`config.mk`:
```
export PLATFORM = sky130hd
export DESIGN_NAME = halfword_bridge
export DESIGN_NICKNAME = d
export VERILOG_FILES = /design/src/rtl/hwb_pkg.sv /design/src/rtl/hwb_pair_track.sv /design/src/rtl/hwb_cfg_reg.sv /design/src/rtl/halfword_bridge.sv
export SDC_FILE = /design/constraint.sdc
export NUM_CORES = 1
export LEC_CHECK = 0
export BUFFER_PORTS_ARGS = -buffer_cell sky130_fd_sc_hd__buf_2
export CAP_MARGIN = 20
export CORE_MARGIN = 2
export CORE_UTILIZATION = 54
export CTS_BUF_LIST = sky130_fd_sc_hd__clkbuf_16
export DETAILED_ROUTE_END_ITERATION = 8
export GPL_ROUTABILITY_DRIVEN = 0
export PLACE_DENSITY = 0.8
export SLEW_MARGIN = 30
export SYNTH_ARGS = -nofsm -noshare
export SYNTH_HDL_FRONTEND = slang
export SYNTH_HIERARCHICAL = 1
export SYNTH_SLANG_ARGS = --single-unit
```
`constraint.sdc`:
```
create_clock -name clk -period 7.5 [get_ports clk]
set_clock_uncertainty 0.05 [all_clocks]
set_input_delay 0.75 -clock clk [delete_from_list [all_inputs] [get_ports clk]]
set_output_delay 0.75 -clock clk [all_outputs]
set_load 0.05 [all_outputs]
```
`src/rtl/hwb_pkg.sv`:
```
// Package: shared constants and types for the halfword bridge.
// Assumes a 32-bit downstream word and byte-count access sizes.
package hwb_pkg;

    localparam int unsigned WORD_W = 32;
    localparam int unsigned HALF_W = WORD_W / 2;

    // Access sizes in bytes as presented on h_size
    localparam logic [2:0] SZ_HALF = 3'd2;
    localparam logic [2:0] SZ_WORD = 3'd4;

    // Configuration register layout
    localparam logic [WORD_W-1:0] CFG_BASE  = 32'h0005_0000;
    localparam logic [WORD_W-1:0] CFG_WMASK = 32'h0003_F300;
    localparam int unsigned       CFG_MODE_BIT = 2;
    localparam int unsigned       CFG_SRST_BIT = 0;

    // Indices of the two pair trackers
    localparam int unsigned TRK_WR = 0;
    localparam int unsigned TRK_RD = 1;
    localparam int unsigned TRK_N  = 2;

    typedef enum logic [1:0] {
        ACC_WIDE = 2'd0,
        ACC_HALF = 2'd1,
        ACC_BAD  = 2'd2
    } acc_kind_e;

endpackage

```
`src/rtl/hwb_pair_track.sv`:
```
// Module: hwb_pair_track
// Tracks pairs of halfword accesses in one direction. It remembers the
// word address of the previous halfword access and whether one half of
// a pair is outstanding. 'second' flags, combinationally, that the
// current hit completes a pair. Assumes at most one hit per cycle.
module hwb_pair_track #(
    parameter int unsigned WA_W = 6
) (
    input  logic            clk,
    input  logic            rst_n,
    input  logic            clr,
    input  logic            hit,
    input  logic [WA_W-1:0] waddr,
    output logic            second
);

    logic [WA_W-1:0] prev_q;
    logic            pend_q;

    // A hit to the remembered word with one half pending closes the pair
    always_comb second = hit && pend_q && (prev_q == waddr);

    // Update the remembered word and pending flag on each halfword hit
    always_ff @(posedge clk) begin
        if (!rst_n) begin
            prev_q <= '0;
            pend_q <= 1'b0;
        end else if (clr) begin
            pend_q <= 1'b0;
        end else if (hit) begin
            prev_q <= waddr;
            pend_q <= !second;
        end
    end

endmodule

```
`src/rtl/hwb_cfg_reg.sv`:
```
// Module: hwb_cfg_reg
// Configuration register owned by the bridge. It captures the bus mode
// strap at reset, reports it in one bit, keeps the writable field, and
// decodes a soft reset request from a write with the low bit set.
// Assumes the strap is stable while rst_n is high.
module hwb_cfg_reg
    import hwb_pkg::*;
(
    input  logic              clk,
    input  logic              rst_n,
    input  logic              strap_narrow,
    input  logic              wr_en,
    input  logic [WORD_W-1:0] wdata,
    output logic [WORD_W-1:0] cfg,
    output logic              mode_narrow,
    output logic              soft_rst
);

    logic              narrow_q;
    logic [WORD_W-1:0] cfg_q;
    logic [WORD_W-1:0] mode_bits;

    // Mode bit as it appears in the register: set in wide mode
    always_comb begin
        mode_bits = '0;
        mode_bits[CFG_MODE_BIT] = !narrow_q;
    end

    // Soft reset request decoded from a write with the reset bit set
    always_comb soft_rst = wr_en && wdata[CFG_SRST_BIT];

    // Capture the strap and maintain the register contents
    always_ff @(posedge clk) begin
        if (!rst_n) begin
            narrow_q <= strap_narrow;
            cfg_q    <= CFG_BASE | (strap_narrow ? '0 : (WORD_W'(1) << CFG_MODE_BIT));
        end else if (soft_rst) begin
            cfg_q <= CFG_BASE | mode_bits;
        end else if (wr_en) begin
            cfg_q <= (wdata & CFG_WMASK) | mode_bits;
        end
    end

    assign cfg         = cfg_q;
    assign mode_narrow = narrow_q;

endmodule

```
`src/rtl/halfword_bridge.sv`:
```
// Module: halfword_bridge (top)
// Joins halfword host accesses into single 32-bit downstream accesses.
// Two halfword writes to one word produce one write strobe; two halfword
// reads of one word produce one read strobe, served from a latch.
// Word accesses pass through. Downstream read data must be valid
// combinationally in the strobe cycle; host read data follows one cycle
// after the request. Requires ADDR_W > WIN_BITS.
module halfword_bridge
    import hwb_pkg::*;
#(
    parameter int unsigned ADDR_W     = 16,
    parameter int unsigned WIN_BITS   = 8,
    parameter int unsigned CFG_OFFSET = 'h74
) (
    input  logic                clk,
    input  logic                rst_n,
    input  logic                strap_narrow,
    input  logic                h_req,
    input  logic                h_we,
    input  logic [2:0]          h_size,
    input  logic [ADDR_W-1:0]   h_addr,
    input  logic [WORD_W-1:0]   h_wdata,
    output logic [WORD_W-1:0]   h_rdata,
    output logic                h_rvalid,
    output logic                h_err,
    output logic                d_wr,
    output logic                d_rd,
    output logic [WIN_BITS-1:0] d_addr,
    output logic [WORD_W-1:0]   d_wdata,
    input  logic [WORD_W-1:0]   d_rdata
);

    localparam int unsigned     WA_W     = WIN_BITS - 2;
    localparam logic [WA_W-1:0] CFG_WORD = WA_W'(CFG_OFFSET >> 2);

    logic [WIN_BITS-1:0] addr_win;
    logic [WA_W-1:0]     waddr;
    logic                upper_sel;
    logic                cfg_hit;
    logic                unused_addr_hi;
    acc_kind_e           kind;

    logic [TRK_N-1:0]    trk_hit;
    logic [TRK_N-1:0]    trk_second;

    logic [HALF_W-1:0]   hold_lo_q;
    logic [HALF_W-1:0]   hold_hi_q;
    logic [WORD_W-1:0]   rd_latch_q;

    logic                commit_w;
    logic [WORD_W-1:0]   word_w;
    logic                fetch;
    logic [WORD_W-1:0]   fetched;
    logic [WORD_W-1:0]   rd_src;
    logic [WORD_W-1:0]   rd_word;

    logic [WORD_W-1:0]   cfg;
    logic                mode_narrow;
    logic                soft_rst;
    logic                cfg_we;

    logic [WORD_W-1:0]   rdata_q;
    logic                rvalid_q;
    logic                err_q;

    // Decode the address window and the target word
    always_comb begin
        addr_win  = h_addr[WIN_BITS-1:0];
        waddr     = addr_win[WIN_BITS-1:2];
        upper_sel = addr_win[1];
        cfg_hit   = (waddr == CFG_WORD);
    end
    assign unused_addr_hi = ^h_addr[ADDR_W-1:WIN_BITS];

    // Classify the access by size and bus mode
    always_comb begin
        kind = ACC_BAD;
        if (h_size == SZ_WORD)
            kind = ACC_WIDE;
        else if ((h_size == SZ_HALF) && mode_narrow)
            kind = ACC_HALF;
    end

    // Halfword hits per direction feed the pair trackers
    always_comb begin
        trk_hit[TRK_WR] = h_req && h_we  && (kind == ACC_HALF);
        trk_hit[TRK_RD] = h_req && !h_we && (kind == ACC_HALF);
    end

    // One pair tracker per direction
    for (genvar gi = 0; gi < TRK_N; gi++) begin : g_trk
        hwb_pair_track #(.WA_W(WA_W)) u_trk (
            .clk    (clk),
            .rst_n  (rst_n),
            .clr    (soft_rst),
            .hit    (trk_hit[gi]),
            .waddr  (waddr),
            .second (trk_second[gi])
        );
    end

    // Store each written halfword in the half that address bit 1 selects
    always_ff @(posedge clk) begin
        if (!rst_n) begin
            hold_lo_q <= '0;
            hold_hi_q <= '0;
        end else if (trk_hit[TRK_WR]) begin
            if (upper_sel) hold_hi_q <= h_wdata[HALF_W-1:0];
            else           hold_lo_q <= h_wdata[HALF_W-1:0];
        end
    end

    // Build the committed write word from the new half and the held half
    always_comb begin
        commit_w = h_req && h_we && ((kind == ACC_WIDE) || trk_second[TRK_WR]);
        if (kind == ACC_WIDE)
            word_w = h_wdata;
        else if (upper_sel)
            word_w = {h_wdata[HALF_W-1:0], hold_lo_q};
        else
            word_w = {hold_hi_q, h_wdata[HALF_W-1:0]};
    end

    // Route a committed word to the config register or downstream
    always_comb begin
        cfg_we  = commit_w && cfg_hit;
        d_wr    = commit_w && !cfg_hit;
        d_wdata = word_w;
        d_addr  = {waddr, 2'b00};
    end

    // A read fetches unless it is the second half of a pair
    always_comb begin
        fetch   = h_req && !h_we &&
                  ((kind == ACC_WIDE) || ((kind == ACC_HALF) && !trk_second[TRK_RD]));
        d_rd    = fetch && !cfg_hit;
        fetched = cfg_hit ? cfg : d_rdata;
        rd_src  = trk_second[TRK_RD] ? rd_latch_q : fetched;
        if (kind == ACC_WIDE)
            rd_word = fetched;
        else if (upper_sel)
            rd_word = {{HALF_W{1'b0}}, rd_src[WORD_W-1:HALF_W]};
        else
            rd_word = {{HALF_W{1'b0}}, rd_src[HALF_W-1:0]};
    end

    // Latch the fetched word on the first halfword read of a pair
    always_ff @(posedge clk) begin
        if (!rst_n)
            rd_latch_q <= '0;
        else if (trk_hit[TRK_RD] && !trk_second[TRK_RD])
            rd_latch_q <= fetched;
    end

    // Register host-side read data, valid and error flags
    always_ff @(posedge clk) begin
        if (!rst_n) begin
            rdata_q  <= '0;
            rvalid_q <= 1'b0;
            err_q    <= 1'b0;
        end else begin
            rvalid_q <= h_req && !h_we && (kind != ACC_BAD);
            err_q    <= h_req && (kind == ACC_BAD);
            if (h_req && !h_we && (kind != ACC_BAD))
                rdata_q <= rd_word;
        end
    end

    hwb_cfg_reg u_cfg (
        .clk          (clk),
        .rst_n        (rst_n),
        .strap_narrow (strap_narrow),
        .wr_en        (cfg_we),
        .wdata        (word_w),
        .cfg          (cfg),
        .mode_narrow  (mode_narrow),
        .soft_rst     (soft_rst)
    );

    assign h_rdata  = rdata_q;
    assign h_rvalid = rvalid_q;
    assign h_err    = err_q;

endmodule

```
=== Word level (Yosys, flattened, before mapping) ===
Index checks and enable logic that the tools add are counted.

* Logic and storage cells: 70
* Output and inout port bits: 76
* Input port bits: 88
* Register bits: 145

* Reductions and logical operators: 32
* Equality and inequality tests: 9
* Muxes and demuxes: 12
* Bitwise gates (word level): 4

{| class="wikitable"
|+ Operator list
! operator !! number
|-
| 2-to-1 mux 32 bit || 8
|-
| logical AND 1 bit || 19
|-
| OR 18 x 3 -> 18 bit || 1
|-
| 2-to-1 mux 16 bit || 1
|-
| equality test 6 bit || 2
|-
| AND reduction 2 bit || 4
|-
| equality test 6 x 5 -> 1 bit (second input constant) || 1
|-
| logical NOT 1 bit || 5
|-
| 2-to-1 mux 2 bit || 2
|-
| equality test 3 x 2 -> 1 bit (second input constant) || 1
|-
| equality test 3 bit (second input constant) || 1
|-
| 2-to-1 mux 3 bit || 1
|-
| != test 3 x 1 -> 1 bit (second input constant) || 1
|-
| NOT 1 bit || 3
|-
| equality test 2 x 1 -> 1 bit (second input constant) || 1
|-
| equality test 2 bit (second input constant) || 1
|-
| logical NOT 2 bit || 1
|-
| logical OR 1 bit || 2
|-
| != test 2 bit (second input constant) || 1
|-
| OR reduction 2 bit || 1
|}

=== Longest topological paths before layout ===
Gate-level depths: netlist (run 1).

* Depth after elaboration: 14
* Mapped depth: 14
* Gate-level depth less buffers: 11

=== Modules after synthesis ===
The synthesis (run 1) kept the hierarchy.

{| class="wikitable"
|+ Modules (own cells, without submodules)
! module !! area an instance (um^2) !! seq. area each (um^2) !! times used !! cells each
|-
| halfword_bridge || 5,968.2 || 1,961.9 || 1 || 768
|-
| hwb_pair_track || 339.1 || 140.1 || 2 || 33
|-
| hwb_cfg_reg || 588.1 || 310.3 || 1 || 52
|}

=== Least setup slack after synthesis (run 1) ===
No wires, ideal clock.

* Kind: input-to-output
* Start: in h_size[0]
* End: out d_rd
* Buffers on the path: 5
* Slack: 3.530 ns
* Stages: 12
* Required time: 6.700 ns
* Arrival: 3.170 ns
* Path through: buf_6 or3b_1 buf_6 nor2_1 nand2_1 or4_1 nor2_1 clkbuf_1 nor3_2 buf_2 buf_2 o21a_1

* Longest elaborated chain between the ends: 13
* Elaborated cells between the ends (all ways): 15
* Those cells by class: 3 x eq/ne; 2 x mux; 10 x reduce/logical

{| class="wikitable"
|+ Ends and longest elaborated chain
! what !! RTL line !! source
|-
| from (decl) || halfword_bridge.sv:20 || <nowiki>input logic [2:0] h_size,</nowiki>
|-
| equality test 3 x 2 -> 1 bit || halfword_bridge.sv:80 || <nowiki>else if ((h_size == SZ_HALF) && mode_narrow)</nowiki>
|-
| logical AND 1 bit || halfword_bridge.sv:80 ||
|-
| 2-to-1 mux 2 bit || halfword_bridge.sv:80 ||
|-
| 2-to-1 mux 2 bit * || halfword_bridge.sv:78 || <nowiki>if (h_size == SZ_WORD)</nowiki>
|-
| equality test 2 x 1 -> 1 bit * || halfword_bridge.sv:87 || <nowiki>trk_hit[TRK_RD] = h_req && !h_we && (kind == ACC_HALF);</nowiki>
|-
| logical AND 1 bit * || halfword_bridge.sv:87 ||
|-
| named net trk_hit[1] || halfword_bridge.sv:43 || <nowiki>logic [TRK_N-1:0] trk_hit;</nowiki>
|-
| logical AND 1 bit * (2 in series) || hwb_pair_track.sv:21 || <nowiki>always_comb second = hit && pend_q && (prev_q == waddr);</nowiki>
|-
| named net trk_second[1] || halfword_bridge.sv:44 || <nowiki>logic [TRK_N-1:0] trk_second;</nowiki>
|-
| logical NOT 1 bit * || halfword_bridge.sv:135 || <nowiki>((kind == ACC_WIDE) || ((kind == ACC_HALF) && !trk_second[TRK_RD]));</nowiki>
|-
| logical AND 1 bit * || halfword_bridge.sv:135 ||
|-
| logical OR 1 bit * || halfword_bridge.sv:135 ||
|-
| logical AND 1 bit * || halfword_bridge.sv:134 || <nowiki>fetch = h_req && !h_we &&</nowiki>
|-
| logical AND 1 bit * || halfword_bridge.sv:136 || <nowiki>d_rd = fetch && !cfg_hit;</nowiki>
|-
| to (decl) || halfword_bridge.sv:27 || <nowiki>output logic d_rd,</nowiki>
|}

The timed path passes the listed nets; every way through them passes the cells marked *.

=== Worst setup path after layout (run 1) ===
Same ends and word-level chain as after synthesis.

==> summary.txt, run 1 <==
Die
  – Starting density of the core: 55.1%
  – Die width: 120 um
  – Number of top-level pins: 164
  – Die outline area: 14300 um^2
  – Number of cell rows: 42
  – Overall die height: 120 um
  – Core area: 13100 um^2

GRT
  – Busiest layer in global routing: met2
  – Wire length of the first global-routing pass: 30.7 mm
  – Met1 Track Usage GR: 35.9%
  – Number of antenna violations at the first check in global routing: 0
  – Combined global-route utilization of all metal layers: 27.1%
  – Overflow after GRT: 0
  – Met3 track demand over resource in global routing: 7.03%
  – Largest net degree at the start of global routing: 81
  – Met2 Usage GRT: 41.8%
  – Number of global-route vias before repair: 6058

Route
  – Detailed Route Iter0 Violations: 625
  – Router iterations before antenna repair: 5
  – Total detailed-routing wirelength: 19.0 mm
  – Routed vias: 6719
  – DRC violation count after routing: 0
  – Antenna Nets Post-Route: 0
  – Detailed-route vias per instance: 5.73
  – Detailed-route wire length per cell: 16.2 um

Clocking
  – Cell at the root of the clock tree: clkbuf_16
  – TritonCTS clock tree: done
  – Clock input transition at the sequential cells of the worst setup and hold paths: 0.06 ns
  – Clock Latency Late Sink: 0.42 ns
  – Count of clock tree sinks: 123
  – CTS-repair resized insts: 0
  – Hold bufs inserted after CTS: 0
  – Clock Path Buffers: 2
  – Post-CTS setup repair buffer count: 0
  – Number of levels in the clock H-tree: 4
  – Number of clock buffers inserted by TritonCTS: 17

Timing
  – Fraction of the cycle the final worst path needs: 53.1%
  – Fmax: 251 MHz
  – Clock period minus final worst setup slack: 3.98 ns
  – Worst slew pin tran: 0.914 ns
  – Fin. Hold Viols: 0
  – Slew margin rel.: 39.1%
  – Final setup viols: 0
  – Max-slew violations: 0
  – Unrepaired setup endpoints after global routing: no
  – Setup TNS: 0 ns
  – Fin worst setup slack: 3.52 ns
  – Worst hold margin: 0.397 ns

Setup path
  – Type of the worst setup path: primary input to primary output
  – Worst reg-to-reg setup slack: 4.05 ns
  – CP endpoint kind: primary output
  – Count of cells along the worst register-to-register path: 10
  – Critical path destination: d_rd
  – Maximum fanout count along the critical path: 19
  – Reg2Reg Launch Point: u_cfg/mode_narrow
  – Setup crit start: h_size[0]
  – Arrival time of data at the critical path endpoint: 3.18 ns
  – Capturing point of the worst reg2reg path: h_rdata[9]
  – Sort of element at the start of the critical path: primary input
  – Required time worst endpoint: 6.70 ns

Power and ir drop
  – Peak VDD IR: 0.000172 V
  – Lkg Pwr: 0.00361 uW
  – Power density over the cells: 210 nW/um^2

Synthesis
  – Post-synthesis async set-or-reset flop share: 0%
  – Synthesized flop and latch total: 123
  – Number of different library cells in the post-synthesis netlist: 55
  – Post-synthesis instance area: 7230 um^2
  – Count of warnings emitted by yosys: 6
  – Primary flip-flop cell chosen by synthesis mapping: dfxtp_1
  – Sequential area share after synthesis: 35.3%
  – Count of flip-flops with a built-in enable after synthesis: 9
  – Number of instances in the synthesized netlist: 886
  – Average cell area after synthesis: 8.17 um^2

Cells and area
  – Layout Area Growth over Synthesis: 17.2%
  – Flip-flop and latch area: 2550 um^2
  – Util after Layout: 64.6%
  – Footprint of the multi-input gates: 4230 um^2
  – Total Nets Final: 1072
  – Fill cell count: 1147
  – Proportion of layout cells with a drive suffix above 1: 22.7%
  – Diode count: 0

Place
  – Detailed placer's ending HPWL: 12.2 mm
  – # port buffers: 152
  – Setup Slack @ Placement: 3.20 ns

Run status
  – Status: complete, no violations

Hold path
  – Class of the tightest hold or removal check: register to register

Job
  – Max-cap violations: 0
==> Yosys cell counts, types with 2 or more instances <==
library cell  count  share of area, %
conb_1            2              0.10
clkbuf_1         53               2.7
o2111ai_1        15               1.8
and2_1            8              0.69
edfxtp_1          9               3.7
o31ai_1          27               2.8
buf_4            31               3.2
or3b_1            2              0.24
nor4_1           15               1.3
a21boi_0         30               3.1
buf_6             3              0.47
a211oi_1         30               3.1
xnor2_1           6              0.73
a21oi_1          18               1.2
nor3b_1           3              0.31
nand3_1          20               1.4
and3_1           45               3.9
xor2_1            6              0.73
nor2b_1          18               1.6
nand2_1          71               3.7
mux2_2           16               2.5
a311oi_1         16               1.9
o21ai_0          50               3.5
or4_1             3              0.31
dfxtp_1         114                32
a211o_1           2              0.24
buf_1             4              0.21
mux2i_1          61               8.4
inv_1             3              0.16
nand2b_1         32               2.8
o221a_1           2              0.31
nor3_1            2              0.14
nor2_1          131               6.8
o31ai_2           3              0.52
buf_2            15               1.0
==> metrics by stage <==
stage | cells | total power [uW] | area (um^2)
after detailed placement | 1141 | 931 | 7860
after CTS | 1173 | 1780 | 8480
final | 1173 | 1780 | 8480
after floorplan | 908 | 870 | 7320
after global routing | 1173 | 1840 | 8480
after global placement | 1141 | 928 | 7860
==> routing by layer <==
| layer | vias up | share of wire, % |
|---|---|---|
| li1 | 3323 | - |
| met1 | 3117 | 43 |
| met2 | 252 | 46 |
| met3 | 27 | 8.0 |
| met4 | 0 | 2.5 |
| met5 | - | 0 |
==> cell type report <==
type / instances / share of cell area (%)
clock buffer: 18 / 5.31
clock inverter: 14 / 1.98
inverter: 4 / 0.177
multi-input combinational: 675 / 49.9
sequential: 123 / 30.1
tap: 176 / 2.60
timing repair buffer: 163 / 9.94
==> worst min path at each step <==
stage	startpoint	end	slack, ns	depth (start not counted)
2_1_floorplan	u_cfg/cfg[18]	u_cfg/cfg[18]	0.40	1
3_3_place_gp	h_rdata[26]	h_rdata[26]	0.39	2
3_5_place_dp	h_rdata[24]	h_rdata[24]	0.39	2
4_1_cts	h_rdata[24]	h_rdata[24]	0.40	2
5_1_grt	h_rdata[30]	h_rdata[30]	0.42	2
6_report	h_rdata[24]	h_rdata[24]	0.40	2
==> power breakdown <==
group | internal, uW | leakage, uW | switching, uW
Sequential | 672 | 0.00101 | 5.55
Combinational | 71.5 | 0.00231 | 172
Clock | 542 | 0.000295 | 317
==> kinds of logic after synthesis <==
family | share of synthesized area, %
buffers and inverters | 7.89
AOI/OAI and AO/OA | 19.9
other | 0.104
xor gates and xnor gates | 1.45
muxes | 10.9
DFF | 35.3
and+or+nand+nor | 24.4
==> cells in the final DEF, fill, tap and decap left out, types with 30 or more instances in the layout <==
master / instances
nand2b_1: 32
a211oi_1: 30
nor2_1: 129
nand2_1: 71
and3_1: 45
a21boi_0: 30
mux2i_1: 61
buf_2: 152
o21ai_0: 50
dfxtp_1: 114
==> flip-flops by register name, indices dropped and copies added, names as in the netlist <==
name	flops
u_cfg/cfg	10
h_rvalid	1
hold_hi_q	16
g_trk.u_trk/prev_q	12
hold_lo_q	16
u_cfg/mode_narrow	1
rd_latch_q	32
g_trk.u_trk/pend_q	2
h_rdata	32
h_err	1
==> critical path: stages <==
cell and delay [ns]:
buf_2 0.15, or3b_1 0.55, nor2_1 0.24, nand2_1 0.07, or4_1 0.49, nor2_4 0.41, nor3_4 0.09, o21a_1 0.22
buf_2 0.21
(Power assumes the default switching activity.)
==> inputs of run 2 (changes only) <==
CORE_UTILIZATION = 50   (was 54)
PLACE_DENSITY = 0.78   (was 0.8)
clock period = 3.3 ns   (was 7.5 ns; I/O delays follow)
==> summary.txt, run 2 (synthesis results as in run 1) <==
Clocking
  – Cell at the root of the clock tree: clkbuf_16
  – Clock Path Buffers: 2 (unchanged)
  – Count of clock tree sinks: 123 (unchanged)
  – Post-CTS setup repair buffer count: 0 (unchanged)
  – Number of clock buffers inserted by TritonCTS: 17 (unchanged)
  – Clock input transition at the sequential cells of the worst setup and hold paths: 0.06 ns (about the same)
  – Clock Latency Late Sink: 0.42 ns (about the same)
  – Hold bufs inserted after CTS: 0 (unchanged)
  – CTS-repair resized insts: 0 (unchanged)
  – TritonCTS clock tree: done
  – Number of levels in the clock H-tree: 4 (unchanged)

Timing
  – Unrepaired setup endpoints after global routing: no
  – Fin. Hold Viols: 0 (unchanged)
  – Clock period minus final worst setup slack: 3.13 ns
  – Worst slew pin tran: 1.01 ns (+0.101 ns)
  – Setup TNS: 0 ns (unchanged)
  – Max-slew violations: 0 (unchanged)
  – Slew margin rel.: 32.1% (-7.0 points)
  – Final setup viols: 0 (unchanged)
  – Fmax: 320 MHz
  – Fraction of the cycle the final worst path needs: 94.8%

Route
  – Router iterations before antenna repair: 5 (unchanged)
  – DRC violation count after routing: 0 (unchanged)
  – Detailed-route vias per instance: 5.67 (-0.99%)
  – Detailed Route Iter0 Violations: 636 (+1.8%)
  – Routed vias: 6749 (+0.45%)
  – Antenna Nets Post-Route: 0 (unchanged)
  – Detailed-route wire length per cell: 16.2 um (-0.20%)
  – Total detailed-routing wirelength: 19.3 mm (+1.3%)

Place
  – Detailed placer's ending HPWL: 12.8 mm (+5.2%)
  – # port buffers: 152 (unchanged)

Setup path
  – CP endpoint kind: primary output
  – Worst reg-to-reg setup slack: 0.43 ns (-3.62 ns)
  – Type of the worst setup path: register to primary output
  – Reg2Reg Launch Point: u_cfg/mode_narrow
  – Count of cells along the worst register-to-register path: 10 (unchanged)
  – Crit path max-delay family: simple AND/OR/NAND/NOR gates
  – Cell with the largest stage delay on the worst path: or4_1
  – Total buffers and inverters traversed by the critical path: 2 (unchanged)
  – Maximum fanout count along the critical path: 15 (-4)
  – Setup crit start: u_cfg/mode_narrow
  – Slowest stage delay, CP: 0.47 ns (-0.08 ns)
  – Sort of element at the start of the critical path: register
  – Arrival time of data at the critical path endpoint: 2.75 ns (-0.43 ns)
  – Cell chain of the critical path: nand3b_4 -> nor2_1 -> nand2_1 -> or4_1 -> nor2_4 -> nor3_4 -> buf_6 -> o21a_1 -> buf_2
  – Capturing point of the worst reg2reg path: h_rdata[9]
  – Required time worst endpoint: 2.92 ns (-3.78 ns)
  – Worst path depth: 9 (unchanged)
  – Critical path destination: d_rd

GRT
  – Met2 Usage GRT: 38.6% (-3.1 points)
  – Number of global-route vias before repair: 6214 (+2.6%)
  – Met3 track demand over resource in global routing: 6.96% (-0.075 points)
  – Met1 Track Usage GR: 32.8% (-3.1 points)
  – Overflow after GRT: 0 (unchanged)
  – Number of antenna violations at the first check in global routing: 2 (+2)
  – Busiest layer in global routing: met2
  – Wire length of the first global-routing pass: 31.6 mm (+2.9%)
  – Combined global-route utilization of all metal layers: 25.0% (-2.1 points)
  – Largest net degree at the start of global routing: 125 (+54%)

Cells and area
  – Footprint of the multi-input gates: 4230 um^2 (about the same)
  – Fill cell count: 1295 (+13%)
  – Flip-flop and latch area: 2550 um^2 (unchanged)
  – Commonest non-fill, non-tap cell in the layout: buf_2
  – Top library cells by usage in the layout, fill and taps aside: buf_2, nor2_1, dfxtp_1
  – Proportion of layout cells with a drive suffix above 1: 23.2% (+0.52 points)
  – Total Nets Final: 1084 (+1.1%)
  – Layout Area Growth over Synthesis: 19.5%

Die
  – Starting density of the core: 51.7% (-3.3 points)
  – Die outline area: 15400 um^2 (+7.7%)
  – Number of top-level pins: 164 (unchanged)
  – Core area: 14000 um^2 (+6.5%)
  – Number of cell rows: 43 (+2.4%)
  – Die width: 124 um (+3.8%)
  – Overall die height: 124 um (+3.8%)

Run status
  – Status: complete, no violations

Power and ir drop
  – Lkg Pwr: 0.00370 uW (+2.4%)
  – Power density over the cells: 482 nW/um^2 (+130%)
  – PnR Total Power: 4170 uW (+130%)
  – Peak VDD IR: 0.000343 V (+99%)

Hold path
  – Class of the tightest hold or removal check: primary input to register

Job
  – Max-cap violations: 0 (unchanged)
-- run 2: changes by cell type in the layout (fill, tap and decap cells not counted), sizes merged --
cell	previous run	this run
clkinvlp	3	2
inv	6	5
bufinv	3	5
buf	163	175
diode	0	1
-- run 2: metal layers --
| layer | share of wire, % | vias to the layer above | wire length, um |
|---|---|---|---|
| met1 | 44 | 3139 | 8560 |
| li1 | - | 3346 | - |
| met3 | 7.6 | 33 | 1470 |
| met5 | 0.067 | - | 13 |
| met4 | 2.3 | 2 | 437 |
| met2 | 46 | 229 | 8790 |
-- run 2: area by class of cell --
class                      instances  share of cell area, %
inverter                           4                  0.174
clock inverter                    14                   2.27
antenna                            1                 0.0289
clock buffer                      18                   5.21
sequential                       123                   29.5
timing repair buffer             175                   11.3
multi-input combinational        675                   48.9
tap                              180                   2.60
-- run 2: through the flow --
| step | std cells | setup WS [ns] | cell area, um^2 | hold slack (ns) | utilization [%] |
|---|---|---|---|---|---|
| detailed placement | 1156 | 0.180 | 7990 | 0.391 | 57.1 |
| global placement | 1156 | 0.228 | 7990 | 0.387 | 57.1 |
| floorplan | 908 | 0.170 | 7320 | 0.356 | - |
| global route | 1190 | 0.0532 | 8650 | 0.0396 | 61.8 |
| CTS | 1188 | 0.0714 | 8630 | 0.0360 | 61.7 |
| finish | 1190 | 0.173 | 8650 | 0.0504 | 61.8 |
-- run 2: report_power, final --
part	total, uW	switching [uW]	leakage (uW)	internal [uW]
logic	558	389	0.00238	169
clock network	2070	698	0.000311	1370
registers	1540	12.9	0.00101	1530
-- run 2: worst register-to-register path, delay by kind of cell (launching register included) --
kind	cells	cell delay, ns
buffers and inverters	1	0.20
DFF	1	0.40
and+or+nand+nor	6	1.33
AOI/OAI and AO/OA	3	0.75
-- run 2: worst min-delay path by stage --
stage / startpoint / end / cells past startpoint
after global placement: h_rdata[25] / h_rdata[25] / 2
after CTS: strap_narrow / u_cfg/mode_narrow / 1
after floorplan: rst_n / u_cfg/cfg[16] / 1
after detailed placement: h_rdata[25] / h_rdata[25] / 2
final: strap_narrow / u_cfg/mode_narrow / 1
after global routing: strap_narrow / u_cfg/mode_narrow / 1
==> inputs of run 3 (changes only) <==
CTS_CLUSTER_DIAMETER = 50   (was default)
REMOVE_ABC_BUFFERS = 1   (was default)
==> summary.txt, run 3 (synthesis results as in run 1) <==
Run status
  – Status: complete, no violations

Setup path
  – Count of cells along the worst register-to-register path: 11 (+1)
  – Maximum fanout count along the critical path: 9 (-6)
  – Capturing point of the worst reg2reg path: g_trk[0].u_trk/prev_q[4]
  – Reg2Reg Launch Point: u_cfg/mode_narrow
  – Critical path destination: d_rd
  – Setup crit start: u_cfg/mode_narrow
  – Worst reg-to-reg setup slack: 0.40 ns (-0.03 ns)
  – Type of the worst setup path: register to primary output
  – Required time worst endpoint: 2.92 ns (about the same)
  – CP endpoint kind: primary output
  – Arrival time of data at the critical path endpoint: 2.63 ns (-0.12 ns)
  – Sort of element at the start of the critical path: register

Power and ir drop
  – Net load switching power: 1080 uW (-1.7%)
  – Lkg Pwr: 0.00369 uW (-0.29%)
  – PnR Total Power: 4020 uW (-3.4%)
  – Cell-internal power: 2940 uW (-4.0%)
  – Share of total power in the clock network: 47.9% (-1.7 points)
  – Peak VDD IR: 0.000380 V (+11%)
  – Combinational share of power: 13.8% (+0.4 points)
  – Switching part of the total: 26.9% (+0.46 points)
  – Power density over the cells: 467 nW/um^2 (-3.0%)
  – Share of power burned in registers: 38.3% (+1.3 points)

Route
  – Detailed-route vias per instance: 5.61 (-1.1%)
  – Router iterations before antenna repair: 6 (+1)
  – Detailed-route wire length per cell: 16.1 um (-0.32%)
  – Total detailed-routing wirelength: 19.2 mm (-0.32%)
  – DRC violation count after routing: 0 (unchanged)
  – Antenna Nets Post-Route: 0 (unchanged)
  – Routed vias: 6672 (-1.1%)
  – Detailed Route Iter0 Violations: 461 (-28%)

Cells and area
  – Top library cells by usage in the layout, fill and taps aside: buf_2, nor2_1, dfxtp_1
  – Footprint of the multi-input gates: 4230 um^2 (unchanged)
  – Total Nets Final: 1084 (unchanged)
  – Layout Area Growth over Synthesis: 19.0%
  – Commonest non-fill, non-tap cell in the layout: buf_2
  – Proportion of layout cells with a drive suffix above 1: 23.4% (+0.20 points)
  – Flip-flop and latch area: 2550 um^2 (unchanged)
  – Fill cell count: 1264 (-2.4%)

Clocking
  – Number of levels in the clock H-tree: 4 (unchanged)
  – Number of clock buffers inserted by TritonCTS: 17 (unchanged)
  – Post-CTS setup repair buffer count: 0 (unchanged)
  – Clock Latency Late Sink: 0.42 ns (about the same)
  – TritonCTS clock tree: done
  – Hold bufs inserted after CTS: 0 (unchanged)
  – CTS-repair resized insts: 0 (unchanged)
  – Clock Path Buffers: 2 (unchanged)
  – Clock input transition at the sequential cells of the worst setup and hold paths: 0.06 ns (about the same)
  – Count of clock tree sinks: 123 (unchanged)
  – Cell at the root of the clock tree: clkbuf_16

Place
  – Detailed placer's ending HPWL: 12.4 mm (-3.4%)
  – Setup Slack @ Placement: 0.287 ns (+0.107 ns)
  – # port buffers: 152 (unchanged)

GRT
  – Met2 Usage GRT: 40.8% (+2.1 points)
  – Busiest layer in global routing: met2
  – Number of global-route vias before repair: 6200 (-0.23%)
  – Combined global-route utilization of all metal layers: 24.4% (-0.53 points)
  – Number of antenna violations at the first check in global routing: 1 (-1)
  – Met3 track demand over resource in global routing: 7.47% (+0.52 points)
  – Met1 Track Usage GR: 29.9% (-3.0 points)
  – Overflow after GRT: 0 (unchanged)
  – Largest net degree at the start of global routing: 99 (-21%)
  – Wire length of the first global-routing pass: 30.9 mm (-2.4%)

Timing
  – Max-slew violations: 0 (unchanged)
  – Clock period minus final worst setup slack: 3.01 ns (-0.121 ns)
  – Fin. Hold Viols: 0 (unchanged)
  – Fmax: 333 MHz (+4.0%)
  – Fin worst setup slack: 0.294 ns (+0.121 ns)
  – Setup TNS: 0 ns (unchanged)
  – Unrepaired setup endpoints after global routing: no
  – Fraction of the cycle the final worst path needs: 91.1% (-3.7 points)
  – Slew margin rel.: 36.7% (+4.6 points)
  – Final setup viols: 0 (unchanged)
  – Worst hold margin: 0.0886 ns (+0.0382 ns)
  – Worst slew pin tran: 0.950 ns (-0.0644 ns)

Die
  – Die outline area: 15400 um^2 (unchanged)
  – Number of top-level pins: 164 (unchanged)
  – Core area: 14000 um^2 (unchanged)
  – Die width: 124 um (unchanged)
  – Starting density of the core: 51.7% (unchanged)
  – Number of cell rows: 43 (unchanged)
  – Overall die height: 124 um (unchanged)

Job
  – Max-cap violations: 0 (unchanged)

Hold path
  – Class of the tightest hold or removal check: primary input to register
==> run 3: cell count changes in the layout (fill, tap and decap cells not counted), sizes merged <==
cell / before / now
clkbuf: 18 / 17
bufinv: 5 / 4
clkinv: 6 / 8
==> run 3: worst min path at each step <==
stage | cells past startpoint | start | to | slack (ns)
after floorplan | 1 | rst_n | u_cfg/cfg[16] | 0.36
after global placement | 2 | h_rdata[24] | h_rdata[24] | 0.39
after detailed placement | 2 | h_rdata[28] | h_rdata[28] | 0.39
after CTS | 1 | strap_narrow | u_cfg/mode_narrow | 0.08
after global routing | 1 | strap_narrow | u_cfg/mode_narrow | 0.07
final | 1 | strap_narrow | u_cfg/mode_narrow | 0.09
==> run 3: critical path, stage by stage, from the launching register on <==
cell	delay (ns)
edfxtp_1	0.41
nand3b_4	0.18
nor2_1	0.21
nand2_1	0.06
or4_1	0.48
nor2_4	0.30
nor3_4	0.14
o21a_1	0.22
buf_2	0.21
==> run 3: final cells by class <==
cell class              count  share of cell area (%)
repair buffers            175                    11.3
clock buffers              17                    4.94
clock inverters            15                    2.11
well taps                 180                    2.62
inverters                   4                   0.174
multi-input cells         675                    49.1
diodes                      1                  0.0291
flip-flops and latches    123                    29.7
==> run 3: per-stage QoR <==
step / util (%) / instance area, um^2 / std cells
6_report: 61.5 / 8610 / 1190
5_1_grt: 61.5 / 8610 / 1190
4_1_cts: 61.4 / 8590 / 1188
3_5_place_dp: 57.1 / 7990 / 1156
3_3_place_gp: 57.1 / 7990 / 1156
2_1_floorplan: - / 6760 / 802
==> run 3: layer usage <==
layer	part of all wire (%)	wire length, um	up-vias
met5	0	0	-
met4	1.9	374	0
met3	8.2	1580	28
met2	48	9150	247
met1	42	8100	3053
li1	-	-	3344
==> run 3: power groups by stage <==
stage,clock network (uW),logic [uW],registers [uW]
6_report,1930,556,1540
5_1_grt,2020,598,1540
4_1_cts,1950,553,1540
3_5_place_dp,0,548,1570
3_3_place_gp,0,543,1570
2_1_floorplan,0,315,1600
